<file path="config.mk">
export PLATFORM = sky130hd
export DESIGN_NAME = alias_regfile
export DESIGN_NICKNAME = d
export VERILOG_FILES = /design/src/rtl/arf_pkg.sv /design/src/rtl/arf_decode.sv /design/src/rtl/arf_word.sv /design/src/rtl/arf_resp.sv /design/src/rtl/alias_regfile.sv
export SDC_FILE = /design/constraint.sdc
export NUM_CORES = 2
export LEC_CHECK = 0
export BUFFER_PORTS_ARGS = -buffer_cell sky130_fd_sc_hd__clkbuf_2
export CAP_MARGIN = 20
export CORE_MARGIN = 2
export CORE_UTILIZATION = 45
export DETAILED_ROUTE_END_ITERATION = 7
export HOLD_SLACK_MARGIN = 0.03
export PLACE_DENSITY = 0.67
export RECOVER_POWER = 25
export SYNTH_ARGS = -nofsm -noshare
export SYNTH_HDL_FRONTEND = slang
export SYNTH_SLANG_ARGS = --single-unit
</file>
<file path="constraint.sdc">
create_clock -name clk -period 5.7 [get_ports clk]
set_clock_uncertainty 0.1 [all_clocks]
set_input_delay 1.14 -clock clk [delete_from_list [all_inputs] [get_ports clk]]
set_output_delay 1.14 -clock clk [all_outputs]
set_load 0.1 [all_outputs]
</file>
<file path="src/rtl/arf_pkg.sv">
package arf_pkg;

    // index map (index = byte address >> 3)
    localparam int IDX_CFG_BASE = 'h08;
    localparam int IDX_SET_OFS  = 'h10;
    localparam int IDX_CLR_OFS  = 'h20;
    localparam int IDX_STAT     = 'h100;
    localparam int IDX_MASK     = 'h101;
    localparam int IDX_PROT     = 'h3FE;
    localparam int IDX_LOCK     = 'h3FF;

    localparam int N_MISC = 4;
    localparam int SLOT_W = 8;

    typedef enum logic [1:0] {
        OP_NONE = 2'd0,
        OP_FULL = 2'd1,
        OP_SET  = 2'd2,
        OP_CLR  = 2'd3
    } wop_e;

    typedef struct packed {
        logic              mapped;
        logic              alias_hit;
        logic [SLOT_W-1:0] slot;
        wop_e              op;
    } dec_t;

endpackage

</file>
<file path="src/rtl/arf_decode.sv">
module arf_decode
    import arf_pkg::*;
#(
    parameter int ADDR_W = 64,
    parameter int N_CTRL = 6,
    parameter int N_CFG  = 2
) (
    input  logic [ADDR_W-1:0] addr,
    output dec_t              dec
);
    localparam int IDX_W    = ADDR_W - 3;
    localparam int MISC_BASE = N_CTRL + N_CFG;

    logic [IDX_W-1:0] idx;
    assign idx = addr[ADDR_W-1:3];

    always_comb begin
        dec = '{mapped: 1'b0, alias_hit: 1'b0, slot: '0, op: OP_NONE};
        if (addr[2:0] == 3'b000) begin
            for (int i = 0; i < N_CTRL; i++) begin
                if (idx == IDX_W'(i)) begin
                    dec = '{mapped: 1'b1, alias_hit: 1'b0, slot: SLOT_W'(i), op: OP_FULL};
                end
                if (idx == IDX_W'(i + IDX_SET_OFS)) begin
                    dec = '{mapped: 1'b1, alias_hit: 1'b1, slot: SLOT_W'(i), op: OP_SET};
                end
                if (idx == IDX_W'(i + IDX_CLR_OFS)) begin
                    dec = '{mapped: 1'b1, alias_hit: 1'b1, slot: SLOT_W'(i), op: OP_CLR};
                end
            end
            for (int j = 0; j < N_CFG; j++) begin
                if (idx == IDX_W'(IDX_CFG_BASE + j)) begin
                    dec = '{mapped: 1'b1, alias_hit: 1'b0, slot: SLOT_W'(N_CTRL + j), op: OP_FULL};
                end
                if (idx == IDX_W'(IDX_CFG_BASE + IDX_SET_OFS + j)) begin
                    dec = '{mapped: 1'b1, alias_hit: 1'b1, slot: SLOT_W'(N_CTRL + j), op: OP_SET};
                end
                if (idx == IDX_W'(IDX_CFG_BASE + IDX_CLR_OFS + j)) begin
                    dec = '{mapped: 1'b1, alias_hit: 1'b1, slot: SLOT_W'(N_CTRL + j), op: OP_CLR};
                end
            end
            if (idx == IDX_W'(IDX_STAT))
                dec = '{mapped: 1'b1, alias_hit: 1'b0, slot: SLOT_W'(MISC_BASE + 0), op: OP_FULL};
            if (idx == IDX_W'(IDX_MASK))
                dec = '{mapped: 1'b1, alias_hit: 1'b0, slot: SLOT_W'(MISC_BASE + 1), op: OP_FULL};
            if (idx == IDX_W'(IDX_PROT))
                dec = '{mapped: 1'b1, alias_hit: 1'b0, slot: SLOT_W'(MISC_BASE + 2), op: OP_FULL};
            if (idx == IDX_W'(IDX_LOCK))
                dec = '{mapped: 1'b1, alias_hit: 1'b0, slot: SLOT_W'(MISC_BASE + 3), op: OP_FULL};
        end
    end

endmodule

</file>
<file path="src/rtl/arf_word.sv">
module arf_word
    import arf_pkg::*;
#(
    parameter int DATA_W    = 64,
    parameter bit HAS_ALIAS = 1'b1
) (
    input  logic              clk,
    input  logic              rst,
    input  logic              wr_en,
    input  wop_e              op,
    input  logic [DATA_W-1:0] wdata,
    output logic [DATA_W-1:0] q
);
    logic [DATA_W-1:0] q_next;

    generate
        if (HAS_ALIAS) begin : g_alias
            always_comb begin
                unique case (op)
                    OP_FULL: q_next = wdata;
                    OP_SET:  q_next = q | wdata;
                    OP_CLR:  q_next = q & ~wdata;
                    default: q_next = q;
                endcase
            end
        end else begin : g_plain
            always_comb q_next = (op == OP_FULL) ? wdata : q;
        end
    endgenerate

    always_ff @(posedge clk) begin
        if (rst)        q <= '0;
        else if (wr_en) q <= q_next;
    end

endmodule

</file>
<file path="src/rtl/arf_resp.sv">
module arf_resp
    import arf_pkg::*;
#(
    parameter int DATA_W = 64
) (
    input  logic              clk,
    input  logic              rst,
    input  logic              req_valid,
    input  logic              req_write,
    input  logic              mapped,
    input  logic              alias_hit,
    input  logic [DATA_W-1:0] rd_word,
    output logic              rsp_valid,
    output logic [DATA_W-1:0] rsp_rdata,
    output logic              rsp_err_guest,
    output logic              rsp_err_unimp
);
    logic              is_read;
    logic [DATA_W-1:0] rdata_n;

    assign is_read = req_valid & ~req_write;

    always_comb begin
        if (!is_read)                  rdata_n = '0;
        else if (!mapped || alias_hit) rdata_n = '1;
        else                           rdata_n = rd_word;
    end

    always_ff @(posedge clk) begin
        if (rst) begin
            rsp_valid     <= 1'b0;
            rsp_rdata     <= '0;
            rsp_err_guest <= 1'b0;
            rsp_err_unimp <= 1'b0;
        end else begin
            rsp_valid     <= req_valid;
            rsp_rdata     <= rdata_n;
            rsp_err_guest <= is_read & mapped & alias_hit;
            rsp_err_unimp <= req_valid & ~mapped;
        end
    end

endmodule

</file>
<file path="src/rtl/alias_regfile.sv">
module alias_regfile
    import arf_pkg::*;
#(
    parameter int DATA_W = 64,
    parameter int ADDR_W = 64,
    parameter int N_CTRL = 6,
    parameter int N_CFG  = 2
) (
    input  logic              clk,
    input  logic              rst,
    input  logic              req_valid,
    input  logic              req_write,
    input  logic [ADDR_W-1:0] req_addr,
    input  logic [DATA_W-1:0] req_wdata,
    output logic              rsp_valid,
    output logic [DATA_W-1:0] rsp_rdata,
    output logic              rsp_err_guest,
    output logic              rsp_err_unimp
);
    localparam int N_ALIASED = N_CTRL + N_CFG;
    localparam int N_WORDS   = N_ALIASED + N_MISC;

    dec_t              dec;
    logic [DATA_W-1:0] word_q [N_WORDS];
    logic [DATA_W-1:0] rd_word;

    arf_decode #(.ADDR_W(ADDR_W), .N_CTRL(N_CTRL), .N_CFG(N_CFG)) u_dec (
        .addr (req_addr),
        .dec  (dec)
    );

    for (genvar k = 0; k < N_WORDS; k++) begin : g_word
        logic wr_en;
        assign wr_en = req_valid & req_write & dec.mapped & (dec.slot == SLOT_W'(k));
        arf_word #(.DATA_W(DATA_W), .HAS_ALIAS(k < N_ALIASED)) u_word (
            .clk   (clk),
            .rst   (rst),
            .wr_en (wr_en),
            .op    (dec.op),
            .wdata (req_wdata),
            .q     (word_q[k])
        );
    end

    always_comb begin
        rd_word = '0;
        for (int k = 0; k < N_WORDS; k++) begin
            if (dec.slot == SLOT_W'(k)) rd_word = word_q[k];
        end
    end

    arf_resp #(.DATA_W(DATA_W)) u_resp (
        .clk           (clk),
        .rst           (rst),
        .req_valid     (req_valid),
        .req_write     (req_write),
        .mapped        (dec.mapped),
        .alias_hit     (dec.alias_hit),
        .rd_word       (rd_word),
        .rsp_valid     (rsp_valid),
        .rsp_rdata     (rsp_rdata),
        .rsp_err_guest (rsp_err_guest),
        .rsp_err_unimp (rsp_err_unimp)
    );

endmodule

</file>
=== After elaboration in Yosys (flattened, before gate mapping) ===
Cells that the tools add are included.

* Register bits after elaboration: 835
* Input bits: 132
* Output and inout bits: 67
* Logic and storage cells: 164

* Equal/unequal tests: 41
* Muxes and demuxes: 50
* Bitwise logic cells: 38
* Reductions and logical operators: 19

{| class="wikitable"
|+ Operator list
! kind !! number
|-
| one-hot mux 64 bit (3 select lines) || 8
|-
| 2-to-1 mux 64 bit || 13
|-
| AND 64 bit || 8
|-
| bitwise OR 64 bit || 8
|-
| equality test 61 x 5 -> 1 bit (second input constant) || 8
|-
| equality test 61 x 6 -> 1 bit (second input constant) || 8
|-
| 2-to-1 mux 12 bit || 29
|-
| equality test 61 x 10 -> 1 bit (second input constant) || 2
|-
| equality test 61 x 2 -> 1 bit (second input constant) || 2
|-
| equality test 61 x 3 -> 1 bit (second input constant) || 2
|-
| equality test 61 x 4 -> 1 bit (second input constant) || 2
|-
| equality test 61 x 9 -> 1 bit (second input constant) || 2
|-
| NOT 64 bit || 1
|-
| equality test 61 x 1 -> 1 bit (second input constant) || 1
|-
| zero test 61 bit || 1
|-
| equality test 8 x 3 -> 1 bit (second input constant) || 4
|-
| equality test 8 x 4 -> 1 bit (second input constant) || 4
|-
| AND reduction 2 bit || 12
|-
| AND 1 bit || 18
|-
| equality test 8 x 2 -> 1 bit (second input constant) || 2
|-
| equality test 8 x 1 -> 1 bit (second input constant) || 1
|-
| zero test 8 bit || 1
|-
| equality test 2 bit (second input constant) || 2
|-
| zero test 3 bit || 1
|-
| 6 further kinds || 8
|}

=== Depth between registers and ports, before layout ===
* Depth in word-level cells: 44
* Depth in mapped cells: 12
* Mapped depth without buffers: 8

=== Cells and area by module ===
A second synthesis with hierarchy kept.

* Cells, all modules: 6050
* Area, all modules: 50792.5 sq um

{| class="wikitable"
|+ Modules (own cells, without submodules)
! module !! times used !! cells each !! area an instance (sq um) !! seq. area each (sq um)
|-
| arf_word (g_word[0].u_word ...) || 8 || 498 || 3752.3 || 1281.2
|-
| arf_word (g_word[10].u_word ...) || 4 || 278 || 2917.8 || 1281.2
|-
| alias_regfile || 1 || 751 || 6770.2 || 0.0
|-
| arf_resp || 1 || 150 || 1963.1 || 1341.3
|-
| arf_decode || 1 || 53 || 369.1 || 0.0
|}

=== Least setup slack after synthesis ===
Ideal clock, no wire load.

* Kind: in2reg
* From: input req_addr[41]
* To: register u_resp.rsp_rdata[11]
* Setup time: 0.114 ns
* Arrival time: 3.758 ns
* Data required time: 5.486 ns
* Setup slack: 1.728 ns
* Stages: 11
* Path buffers: 4
* Cell sequence: nor4_1 > nand4_1 > or4_1 > buf_2 > or4_1 > buf_2 > buf_4 > buf_6 > o221ai_1 > o22ai_1 > a21o_1

* Longest elaborated chain between the ends: 43
* Elaborated cells between the ends (all ways): 84
* Classes of those cells: eq/ne (38); mux (42); reduce/logical (4)

{| class="wikitable"
|+ Ends and longest elaborated chain
! item !! line !! RTL
|-
| from (decl) || alias_regfile.sv:13 || <nowiki>input logic [ADDR_W-1:0] req_addr,</nowiki>
|-
| equality test 61 x 5 -> 1 bit || arf_decode.sv:24 || <nowiki>if (idx == IDX_W'(i + IDX_SET_OFS)) begin</nowiki>
|-
| 2-to-1 mux 12 bit || arf_decode.sv:24 ||
|-
| 2-to-1 mux 12 bit || arf_decode.sv:27 || <nowiki>if (idx == IDX_W'(i + IDX_CLR_OFS)) begin</nowiki>
|-
| 2-to-1 mux 12 bit || arf_decode.sv:21 || <nowiki>if (idx == IDX_W'(i)) begin</nowiki>
|-
| 2-to-1 mux 12 bit || arf_decode.sv:24 ||
|-
| 2-to-1 mux 12 bit || arf_decode.sv:27 ||
|-
| 2-to-1 mux 12 bit || arf_decode.sv:21 ||
|-
| 2-to-1 mux 12 bit || arf_decode.sv:24 ||
|-
| [... 16 more ...] || n/a ||
|-
| 2-to-1 mux 12 bit || arf_decode.sv:42 || <nowiki>if (idx == IDX_W'(IDX_STAT))</nowiki>
|-
| 2-to-1 mux 12 bit || arf_decode.sv:44 || <nowiki>if (idx == IDX_W'(IDX_MASK))</nowiki>
|-
| 2-to-1 mux 12 bit || arf_decode.sv:46 || <nowiki>if (idx == IDX_W'(IDX_PROT))</nowiki>
|-
| 2-to-1 mux 12 bit (*) || arf_decode.sv:48 || <nowiki>if (idx == IDX_W'(IDX_LOCK))</nowiki>
|-
| 2-to-1 mux 12 bit (*) || arf_decode.sv:19 || <nowiki>if (addr[2:0] == 3'b000) begin</nowiki>
|-
| zero test 8 bit || alias_regfile.sv:48 || <nowiki>if (dec.slot == SLOT_W'(k)) rd_word = word_q[k];</nowiki>
|-
| 2-to-1 mux 64 bit (12 in series) || alias_regfile.sv:48 ||
|-
| 2-to-1 mux 64 bit (*) || arf_resp.sv:25 || <nowiki>else if (!mapped || alias_hit) rdata_n = '1;</nowiki>
|-
| to (signal assigned) || arf_resp.sv:37 || <nowiki>rsp_rdata <= rdata_n;</nowiki>
|-
| to (decl) || arf_resp.sv:14 || <nowiki>output logic [DATA_W-1:0] rsp_rdata,</nowiki>
|}

Every way passes the cells marked *; elsewhere a longest branch is shown, timed or not.
A chain may end at the register's enable or synchronous reset.

=== Worst setup path after layout ===
* From: input req_addr[41]
* To: register g_word[1].u_word.q[39]

* Longest elaborated chain between the ends: 33
* Elaborated cells between the ends (all ways): 66
* Classes of those cells: eq/ne (31); mux (30); bitwise (2); reduce/logical (3)

{| class="wikitable"
|+ Ends and longest elaborated chain
! item !! line !! RTL
|-
| zero test 61 bit || arf_decode.sv:21 ||
|-
| 2-to-1 mux 12 bit || arf_decode.sv:21 ||
|-
| 2-to-1 mux 12 bit || arf_decode.sv:24 ||
|-
| 2-to-1 mux 12 bit || arf_decode.sv:27 ||
|-
| 2-to-1 mux 12 bit || arf_decode.sv:21 ||
|-
| 2-to-1 mux 12 bit || arf_decode.sv:24 ||
|-
| 2-to-1 mux 12 bit || arf_decode.sv:27 ||
|-
| 2-to-1 mux 12 bit || arf_decode.sv:21 ||
|-
| [... 15 more ...] || n/a ||
|-
| 2-to-1 mux 12 bit || arf_decode.sv:35 || <nowiki>if (idx == IDX_W'(IDX_CFG_BASE + IDX_SET_OFS + j)) begin</nowiki>
|-
| 2-to-1 mux 12 bit || arf_decode.sv:38 || <nowiki>if (idx == IDX_W'(IDX_CFG_BASE + IDX_CLR_OFS + j)) begin</nowiki>
|-
| 2-to-1 mux 12 bit || arf_decode.sv:42 ||
|-
| 2-to-1 mux 12 bit || arf_decode.sv:44 ||
|-
| 2-to-1 mux 12 bit || arf_decode.sv:46 ||
|-
| 2-to-1 mux 12 bit (*) || arf_decode.sv:48 ||
|-
| 2-to-1 mux 12 bit (*) || arf_decode.sv:19 ||
|-
| parallel branches: the longest is 3 deep, another holds equality test 8 x 1 -> 1 bit || n/a ||
|-
| to (signal assigned) || arf_word.sv:33 || <nowiki>else if (wr_en) q <= q_next;</nowiki>
|-
| to (decl) || arf_word.sv:12 || <nowiki>output logic [DATA_W-1:0] q</nowiki>
|}

Mark *: on every way between the ends.

==> results.md <==
* Status: finished with violations
* Violated checks: capacitance limit, slew limit
* H-tree depth at 3
* R2R setup slack at 4210 ps
* Fillers at 7620
* Hold Crit Class: flop to flop
* Vias in the first global route at 33800
* Area Overhead vs Synth at 12.6%
* Flip-flop and latch area at 0.0167 mm²
* Post-Layout Inst Area at 0.0407 mm²
* Tcrit/Tclk final at 0.891
* Combinational power share at 0.040
* DR pass1 iterations at 6
* Hold Path Sink: g_word[8].u_word.q[11]$_SDFFE_PP0P_
* GPL Wtd Cong at 0.987
* NetSw at 2.89 mW
* Synthesized flop and latch total at 835
* Global-route wire length before repair at 211000 µm
* Final worst slack at 620 ps
* Sequential area share after synthesis at 0.462
* Fin crit period at 5080 ps
* Nets at 4782
* CTS tree: built
* Crit Reg-Reg Startpoint: g_word[2].u_word.q[11]$_SDFFE_PP0P_
* Row cnt at 103
* WL/cell at 24.6 µm
* CTS Hold Bufs at 0
* Post-Syn Area at 0.0362 mm²
* Global-route usage over all layers at 0.332
* Post-DR vias/cell at 6.34
* YS warnings at 0
* Synth async-reset ratio at 0
* Vias at 36600
* Flop pwr share at 0.480
* Initial antenna violation count at 10
* Min-Delay Path Depth at 2
* Placed cell areas at 0.0380 mm²
* Final Hold Viols at 0
* CTS max path bufs at 3
* Area of the core at 0.0793 mm²
* RR Endpoint: u_resp.rsp_rdata[11]$_SDFF_PP0_
* Most frequent cells in the layout: nand2_1 (1079), dfxtp_1 (835), a21oi_1 (818)
* Antenna-violating nets left at 0
* Ports at 199
* RSZ-0062 raised after global routing: false
* Syn Nets at 4812
* Mean Syn Cell Area at 7.73 µm²
* Largest net degree at the start of global routing at 229
* Count of cells resized by post-cts repair at 0
* Leak at 13.2 nW
* Data required time of the worst path at 6100 ps
* # Post-CTS Setup Buffers at 0
* Max_slew headroom at -0.143
* Drt total wl at 142000 µm
* Commonest non-fill, non-tap cell in the layout: nand2_1
* Chip width at 288 µm
* Drc violations at 0
* HPWL after detailed placement at 78300 µm
* Power Dens Cells at 300 mW/mm²
* CTS buffer count at 87
* Max IR drop VDD at 248 µV
* Syn Inst Count at 4680
* Slew @ Worst Pin at 1710 ps
* Netlist cell types at 73
* Final setup vio count at 0
* Initial Util at 0.456
* Worst-path clk slew at 60 ps
* WS Path Type: input pin to flop
* Area of the multi-input gates at 0.0178 mm²
* CP max FO at 28
* Count of flip-flops with a built-in enable after synthesis at 0
* Root Buffer: clkbuf_16
* Clock share of power at 0.480
* Max-Cap Viols at 1
* Max Fclk at 197 MHz
* Share of layout cells above drive strength 1 at 0.0912
* Final Max Tran Viols at 21
* Worst Hold Launch: g_word[8].u_word.q[11]$_SDFFE_PP0P_
* Sw frac at 0.236
* Most used DFF post-synth: dfxtp_1
* DIE HEIGHT at 288 µm
* Finished Core Util at 0.514
* CP startpoint kind: input pin
* Setup TNS at 0 ps
* GR Overflow Total at 0
* Total clock sinks at 835
* Pint at 9.34 mW
* Critical path capture point type: flop
* Worst EP arrival at 5480 ps
* R2R depth at 5
* DR iter-0 viols at 5080
* Clock latency reported for the late side of the worst-skew pair at 670 ps
* Die area at 0.0827 mm²
* IO buf count at 198
* Post-Place Setup Slack at 701 ps
## cell families (layout without fill, tap and decap cells)
group	after synthesis	count (layout)	synth area share
mux	92	92	0.0255
buf+inv	441	478	0.0526
compound gates	1898	1898	0.297
fa+ha+maj	1	1	0.000277
other cells	0	7	0
flops	835	835	0.462
simple gates	1409	1409	0.162
xor+xnor	4	4	0.000969
## metal layers
layer / track usage / wire length [µm] / part of all wire
met1: 0.441 / 55700 / 0.39
met2: 0.520 / 63100 / 0.44
met3: 0.0625 / 16100 / 0.11
met4: 0.160 / 7220 / 0.051
met5: 0 / 42 / 0.00030
## registers in the layout (all words and copies together), names as in the netlist
name	count
g_word.u_word.q	768
u_resp.rsp_err_guest	1
u_resp.rsp_err_unimp	1
u_resp.rsp_rdata	64
u_resp.rsp_valid	1
## critical path, cell delays in order
cell	delay [ps]
clkbuf_2	80
nor4_1	290
nand4_1	250
nor4_1	1090
o211ai_1	230
clkbuf_1	750
nor2b_1	390
buf_4	200
nor2_1	70
clkbuf_2	610
nand2_1	270
a21oi_1	100
## metrics by stage
stage	cells	hold slack, ps	power (mW)
2_1_floorplan	4680	329	6.32
4_1_cts	5766	348	12.2
3_3_place_gp	5610	337	6.49
3_5_place_dp	5610	340	6.48
5_1_grt	5770	366	12.5
6_report	5774	348	12.2
## how the worst max path moves through the flow
stage / from / to / cells past startpoint
after floorplan: req_addr[41] / u_resp.rsp_rdata[11]$_SDFF_PP0_ / 11
final: req_addr[41] / g_word[1].u_word.q[39]$_SDFFE_PP0P_ / 12
after detailed placement: req_addr[41] / g_word[2].u_word.q[1]$_SDFFE_PP0P_ / 10
after CTS: req_addr[20] / g_word[2].u_word.q[26]$_SDFFE_PP0P_ / 10
after global routing: req_addr[16] / g_word[1].u_word.q[51]$_SDFFE_PP0P_ / 12
after global placement: req_addr[20] / g_word[2].u_word.q[25]$_SDFFE_PP0P_ / 10
## cells in the mapped netlist (all sizes together), types with 5 or more instances
cell type  number  share of area
a221oi         52          0.013
nor4           22         0.0058
o22a           41         0.0099
a211oi         53          0.011
o22ai         100          0.017
a22o           12         0.0029
buf            99          0.017
o211ai          7         0.0015
and3            7         0.0012
or4            44         0.0091
a21oi         821           0.11
clkbuf        342          0.035
a221o           7         0.0019
nor3           24         0.0039
nand4          15         0.0026
nand2        1082           0.11
a21o           16         0.0033
mux2i          92          0.025
nor2b           5        0.00086
o21ai         653          0.091
nor2          153          0.016
dfxtp         835           0.46
o32ai           5         0.0012
a2bb2oi         5         0.0012
o31ai           5         0.0010
o2bb2ai        44          0.011
nand3          27         0.0037
o221ai         16         0.0039
a22oi          21         0.0044
and2           10         0.0017
## power groups by stage
stage	Sequential [mW]	Clock (mW)	Combinational [mW]
after floorplan	6.13	0	0.198
after global placement	5.99	0	0.490
after detailed placement	5.99	0	0.489
after CTS	5.86	5.89	0.490
after global routing	5.86	6.13	0.516
final	5.86	5.87	0.495
## final cells by class
cell class,instances,area share
Timing Repair Buffer,322,0.0483
Sequential cell,835,0.410
Multi-Input combinational cell,3404,0.438
Tap cell,1050,0.0322
Clock buffer,131,0.0622
Antenna cell,7,0.000430
Clock inverter,25,0.00900
(Power assumes the default switching activity.)
